<file path="config.mk">
export PLATFORM = sky130hd
export DESIGN_NAME = fetch_target_buffer
export DESIGN_NICKNAME = d
export VERILOG_FILES = /design/src/rtl/btb_pkg.sv /design/src/rtl/btb_store.sv /design/src/rtl/btb_match.sv /design/src/rtl/btb_nextpc.sv /design/src/rtl/fetch_target_buffer.sv
export SDC_FILE = /design/constraint.sdc
export NUM_CORES = 1
export LEC_CHECK = 0
export BUFFER_PORTS_ARGS = -buffer_cell sky130_fd_sc_hd__buf_2
export CAP_MARGIN = 10
export CELL_PAD_IN_SITES_DETAIL_PLACEMENT = 0
export CELL_PAD_IN_SITES_GLOBAL_PLACEMENT = 1
export CORE_MARGIN = 3
export CORE_UTILIZATION = 45
export CTS_BUF_LIST = sky130_fd_sc_hd__clkbuf_2 sky130_fd_sc_hd__clkbuf_4 sky130_fd_sc_hd__clkbuf_8
export DETAILED_ROUTE_END_ITERATION = 8
export PLACE_DENSITY = 0.76
export SYNTH_ARGS = -nofsm -noshare
export SYNTH_HDL_FRONTEND = slang
export SYNTH_HIERARCHICAL = 1
export SYNTH_SLANG_ARGS = --single-unit
</file>
<file path="constraint.sdc">
create_clock -name clk -period 5.6 [get_ports clk]
set_input_delay 0.28 -clock clk [delete_from_list [all_inputs] [get_ports clk]]
set_output_delay 0.28 -clock clk [all_outputs]
set_load 0.03 [all_outputs]
</file>
<file path="src/rtl/btb_pkg.sv">
package btb_pkg;

    typedef enum logic [1:0] {
        LK_MISS     = 2'd0,
        LK_HIT_FALL = 2'd1,
        LK_HIT_JUMP = 2'd2
    } lookup_e;

endpackage

</file>
<file path="src/rtl/btb_store.sv">
module btb_store #(
    parameter int IDX_W = 4,
    parameter int TAG_W = 26,
    parameter int PC_W  = 32
) (
    input  logic             clk,
    input  logic             rst_n,
    input  logic [IDX_W-1:0] rd_idx,
    output logic             rd_valid,
    output logic [TAG_W-1:0] rd_tag,
    output logic [PC_W-1:0]  rd_target,
    input  logic             wr_en,
    input  logic [IDX_W-1:0] wr_idx,
    input  logic [TAG_W-1:0] wr_tag,
    input  logic [PC_W-1:0]  wr_target
);
    localparam int DEPTH = 1 << IDX_W;

    logic [DEPTH-1:0] vld_q;
    logic [TAG_W-1:0] tag_q [DEPTH];
    logic [PC_W-1:0]  tgt_q [DEPTH];

    genvar e;
    generate
        for (e = 0; e < DEPTH; e++) begin : g_slot
            logic sel;
            assign sel = wr_en && (wr_idx == IDX_W'(e));

            always_ff @(posedge clk or negedge rst_n) begin
                if (!rst_n) begin
                    vld_q[e] <= 1'b0;
                end else if (sel) begin
                    vld_q[e] <= 1'b1;
                end
            end

            always_ff @(posedge clk) begin
                if (sel) begin
                    tag_q[e] <= wr_tag;
                    tgt_q[e] <= wr_target;
                end
            end
        end
    endgenerate

    // Read is combinational: a write in the same cycle lands at the edge, so the old contents are seen
    always_comb begin
        rd_valid  = vld_q[rd_idx];
        rd_tag    = tag_q[rd_idx];
        rd_target = tgt_q[rd_idx];
    end

    assert_install_R6: assert property (@(posedge clk) disable iff (!rst_n)
        wr_en |=> vld_q[$past(wr_idx)] && (tag_q[$past(wr_idx)] == $past(wr_tag))
                  && (tgt_q[$past(wr_idx)] == $past(wr_target)));

    assert_hold_R6: assert property (@(posedge clk) disable iff (!rst_n)
        !wr_en |=> $stable(vld_q));

endmodule

</file>
<file path="src/rtl/btb_match.sv">
module btb_match
    import btb_pkg::*;
#(
    parameter int TAG_W = 26
) (
    input  logic             slot_valid,
    input  logic [TAG_W-1:0] slot_tag,
    input  logic [TAG_W-1:0] cur_tag,
    input  logic             pred_taken,
    output lookup_e          kind
);
    logic same;

    always_comb begin
        same = slot_valid && (slot_tag == cur_tag);
        unique case ({same, pred_taken})
            2'b11:   kind = LK_HIT_JUMP;
            2'b10:   kind = LK_HIT_FALL;
            default: kind = LK_MISS;
        endcase
    end

endmodule

</file>
<file path="src/rtl/btb_nextpc.sv">
module btb_nextpc
    import btb_pkg::*;
#(
    parameter int PC_W = 32
) (
    input  lookup_e         kind,
    input  logic [PC_W-1:0] cur_pc,
    input  logic [PC_W-1:0] slot_target,
    output logic [PC_W-1:0] nxt_pc,
    output logic            is_hit
);
    localparam logic [PC_W-1:0] STEP = PC_W'(4);

    always_comb begin
        unique case (kind)
            LK_HIT_JUMP: begin
                nxt_pc = slot_target;
                is_hit = 1'b1;
            end
            LK_HIT_FALL: begin
                nxt_pc = cur_pc + STEP;
                is_hit = 1'b1;
            end
            default: begin
                nxt_pc = cur_pc + STEP;
                is_hit = 1'b0;
            end
        endcase
    end

endmodule

</file>
<file path="src/rtl/fetch_target_buffer.sv">
module fetch_target_buffer #(
    parameter int PC_W  = 32,
    parameter int IDX_W = 4,
    parameter int OFS_W = 2
) (
    input  logic            clk,
    input  logic            rst_n,
    input  logic [PC_W-1:0] fetch_pc,
    input  logic            pred_taken,
    output logic [PC_W-1:0] next_pc,
    output logic            hit,
    input  logic            upd_en,
    input  logic [PC_W-1:0] upd_pc,
    input  logic [PC_W-1:0] upd_target
);
    import btb_pkg::*;

    localparam int TAG_W = PC_W - IDX_W - OFS_W;
    localparam int TAG_LO = IDX_W + OFS_W;

    logic [IDX_W-1:0] f_idx, u_idx;
    logic [TAG_W-1:0] f_tag, u_tag;
    logic             rd_valid;
    logic [TAG_W-1:0] rd_tag;
    logic [PC_W-1:0]  rd_target;
    lookup_e          kind;

    assign f_idx = fetch_pc[TAG_LO-1:OFS_W];
    assign f_tag = fetch_pc[PC_W-1:TAG_LO];
    assign u_idx = upd_pc[TAG_LO-1:OFS_W];
    assign u_tag = upd_pc[PC_W-1:TAG_LO];

    btb_store #(.IDX_W(IDX_W), .TAG_W(TAG_W), .PC_W(PC_W)) u_store (
        .clk       (clk),
        .rst_n     (rst_n),
        .rd_idx    (f_idx),
        .rd_valid  (rd_valid),
        .rd_tag    (rd_tag),
        .rd_target (rd_target),
        .wr_en     (upd_en),
        .wr_idx    (u_idx),
        .wr_tag    (u_tag),
        .wr_target (upd_target)
    );

    btb_match #(.TAG_W(TAG_W)) u_match (
        .slot_valid (rd_valid),
        .slot_tag   (rd_tag),
        .cur_tag    (f_tag),
        .pred_taken (pred_taken),
        .kind       (kind)
    );

    btb_nextpc #(.PC_W(PC_W)) u_next (
        .kind        (kind),
        .cur_pc      (fetch_pc),
        .slot_target (rd_target),
        .nxt_pc      (next_pc),
        .is_hit      (hit)
    );

    assert_miss_seq_R4: assert property (@(posedge clk) disable iff (!rst_n)
        !hit |-> (next_pc == fetch_pc + PC_W'(4)));

    assert_jump_R3: assert property (@(posedge clk) disable iff (!rst_n)
        (hit && pred_taken) |-> (next_pc == rd_target));

    assert_fall_R5: assert property (@(posedge clk) disable iff (!rst_n)
        (hit && !pred_taken) |-> (next_pc == fetch_pc + PC_W'(4)));

    assert_hit_valid_R2: assert property (@(posedge clk) disable iff (!rst_n)
        hit |-> (rd_valid && (rd_tag == f_tag)));

endmodule

</file>
==> summary.md <==
| Metric | Value |
|---|---|
| Outcome | finished, final reports clean |
| Worst slew margin | 24.2% |
| Congestion Overflow GR | 0 |
| Fin. Hold Viols | 0 |
| Antenna Nets Post-Route | 0 |
| Share of cells above drive strength 1 | 33.5% |
| CTS Buf Count | 151 |
| Hold Crit Start | upd_pc[3] |
| Highest clock rate | roughly 200 MHz |
| Seq/Total Area, Yosys | 77.3% |
| Routed WL | slightly below 90 mm |
| First-pass GRT wire length | 130 mm |
| Drt wl/cell | 27.8 um |
| Post-cts sizing count | 0 |
| Slew Limit Fails | 0 |
| Simple-gate share of the synthesized area | 2.71% |
| Final setup fails | 0 |
| Max-cap violations | 0 |
| IO Port Bufs | 130 |
| DP Wirelength | between 40 and 50 mm |
| Min Clock Period, post-route | between 5000 and 6000 ps |
| Initial core utilization | 45.8% |
| Unrepaired setup endpoints after global routing | no |
| Xor/xnor cell area share of the yosys netlist | 0.934% |
| PD cells | 342 nW/um^2 |
| Drt drc | 0 |
| RR Startpoint | u_store/vld_q[4] |
| Via-to-Cell Ratio | 5.98 |
| Row cnt | 103 |
| Mapped cell area | 36600 um^2 |
| Largest family of logic cells by synthesized area | multiplexers |
| Worst EP required | between 5000 and 6000 ps |
| CTS tree | yes |
| Ys Warns | 6 |
| Die area | 84700 um^2 |
| Worst-margin pin slew | 1130 ps |
| WHS | 189 ps |
| Die height | 291 um |
| Final Non-Filler Cells | 3165 |
| Worst skew pair latency | roughly 770 ps |
| CTS H-tree depth | 4 |
| Leak | 13.6 nW |
| Worst path arrival time | 4800 ps |
| Worst setup path start | u_store/tag_q[2][7] |
| Post-synthesis mux area share | 14.6% |
| Post-synthesis cell count | 1680 |
| Initial antenna violation count | 9 |
| Clock Skew | 0 ps |
| Syn Nets | 1782 |
| Maximum VDD drop | 0.000179 V |
| # clock sinks | 944 |
| Total negative slack | 0 ps |
| Worst path cell trace | mux4_2 -> a22oi_1 -> nand2_1 -> xnor2_1 -> nand4_1 -> or4_1 -> nor4_1 -> inv_1 -> ha_2 -> buf_12 -> o21ai_0 -> buf_2 |
| Dpl cells | between 2000 and 3000 |
| Die width | 291 um |
| Routed vias | between 15000 and 20000 |
| Crit Path Category | reg2out |
| Compound-Gate Fraction of Synth Area | 3.14% |
| Gr usage total | 20.9% |
| Synth Area in Adders | 0.0684% |
| Core area | 79800 um^2 |
| Clock-pin slew on the worst setup and hold paths | about 70 ps |
| Hold/Removal Path Class | in2reg |
| Vias in the first global route | 19800 |
| Crit Path Max Fanout | 21 |
| Layout area overhead | 15.9% |
| Worst hold stages | 3 |
| Final #Nets | 2098 |
| CP Capture Type | output pin |
| Worst path max stage delay | 560 ps |
| Number of synthesized flops with an enable pin | 928 |
| Clk buf depth | 3 |
| IO Count | 133 |
| Worst R2R Path Depth | 1 |
| DR iter-0 viols | 2041 |
| Root Buffer | clkbuf_8 |
| CP Launch Type | register |
| Syn Area/Cell | 21.8 um^2 |
| Netlist cell types | 41 |
| Slowest CP cell | or4_1 |
| First drt pass iteration count | 5 |
| Tcrit/Tclk final | 90.7% |
| Ys async rst share | 1.69% |
| GPL Wtd Cong | 0.779 |
| #FFs+latches synth | 944 |
| Top_reg_cell synth | edfxtp_1 |
| Largest net degree at the start of global routing | 54 |
## through the flow
step / instance area, um^2 / utilization (%) / total power, mW / setup slack (ps)
5_1_grt: 42400 / 53.1 / 15.0 / 279
6_report: 42400 / 53.1 / 14.5 / 524
2_1_floorplan: 36600 / - / 8.61 / 264
4_1_cts: 42400 / 53.1 / 14.6 / 517
3_5_place_dp: 38900 / 48.7 / 8.98 / 846
3_3_place_gp: 38900 / 48.7 / 8.95 / 746
## per-layer routing
layer  vias up  track usage [%]  part of all wire, %
met5         -                0                0.039
met3       125             5.03                  9.5
met1     10100             30.7                   42
met4         6             5.09                  1.6
li1       7771                -                    -
met2       963             31.9                   47
## layout make-up
cell class	instances	area (um^2)
Antenna cell	4	10.0
Clock buffer	214	2600
Clock inverter	54	300
Fill cell	6090	37400
Inverter	7	26.3
Multi-Input combinational cell	640	7990
Sequential cell	944	28300
Tap cell	1050	1310
Timing Repair Buffer	252	1870
## final timing paths
kind	to	slack (ps)
max	next_pc[8]	520
min	u_store/tgt_q[4][4]	190
max reg2reg	u_store/vld_q[4]	4800
min reg2reg	u_store/vld_q[10]	460
max in group asynchronous	u_store/vld_q[0]	4530
min in group asynchronous	u_store/vld_q[13]	620
## sequential cells by signal, indices dropped and copies added (netlist names)
name           flops
u_store/tgt_q    512
u_store/vld_q     16
u_store/tag_q    416
## Yosys cell counts (all sizes together) (9+ instances only)
library cell | n | area (um^2)
a22oi | 118 | 886
a31oi | 14 | 87.6
buf | 38 | 225
clkbuf | 51 | 191
dfrtp | 16 | 400
edfxtp | 928 | 27900
mux4 | 236 | 5320
nand2 | 84 | 315
nand3 | 10 | 62.6
nand4 | 13 | 96.3
nor2 | 30 | 113
nor3 | 9 | 45.0
o21ai | 20 | 100
or2 | 18 | 113
or4 | 9 | 75.1
xnor2 | 35 | 307
## worst max-delay path: cells and delay by family, from the launching register on
kind                     cells  cell delay, ps
flip-flops                   1             370
multiplexers                 1             460
buffers and inverters        3             620
XOR/XNOR                     1             290
AO/OA/AOI/OAI                2             730
AND/OR/NAND/NOR              4            1240
adder cells (fa/ha/maj)      1             310
## cell families (layout without fill, tap and decap cells)
logic type               count (synthesis)  after routing
AO/OA/AOI/OAI                          162            162
XOR/XNOR                                39             39
adder cells (fa/ha/maj)                  2              2
buffers and inverters                   96            527
flip-flops                             944            944
multiplexers                           239            239
other                                    0              4
AND/OR/NAND/NOR                        198            198
## layout by cell type, fill, tap and decap left out, drive strengths merged, types with 3 or more instances in the layout
cell,netlist,layout
edfxtp,928,928
a22oi,118,118
nor4,4,4
or2,18,18
o31ai,7,7
mux2,3,3
dlygate4sd3,0,60
clkinvlp,0,6
or3,6,6
nor3,9,9
nand3,10,10
o21ai,20,20
dfrtp,16,16
inv,7,9
nand2,84,84
buf,38,192
clkbuf,51,214
nor2,30,30
nand3b,3,3
or4,9,9
nand4,13,13
a31oi,14,14
and3,3,3
xor2,4,4
mux4,236,236
clkinv,0,44
xnor2,35,35
diode,0,4
## timing repair
action	4_1_cts	5_1_grt
hold buffers	60	0
hold endpoints to repair	944	0
buffers inserted	0	0
## power by group
group / switching, mW / internal, mW / leakage [nW]
logic: 0.539 / 0.368 / 3.50
clock network: 2.55 / 3.07 / 1.52
registers: 0.0405 / 7.93 / 8.55
Power figures use the tool's default switching activity.
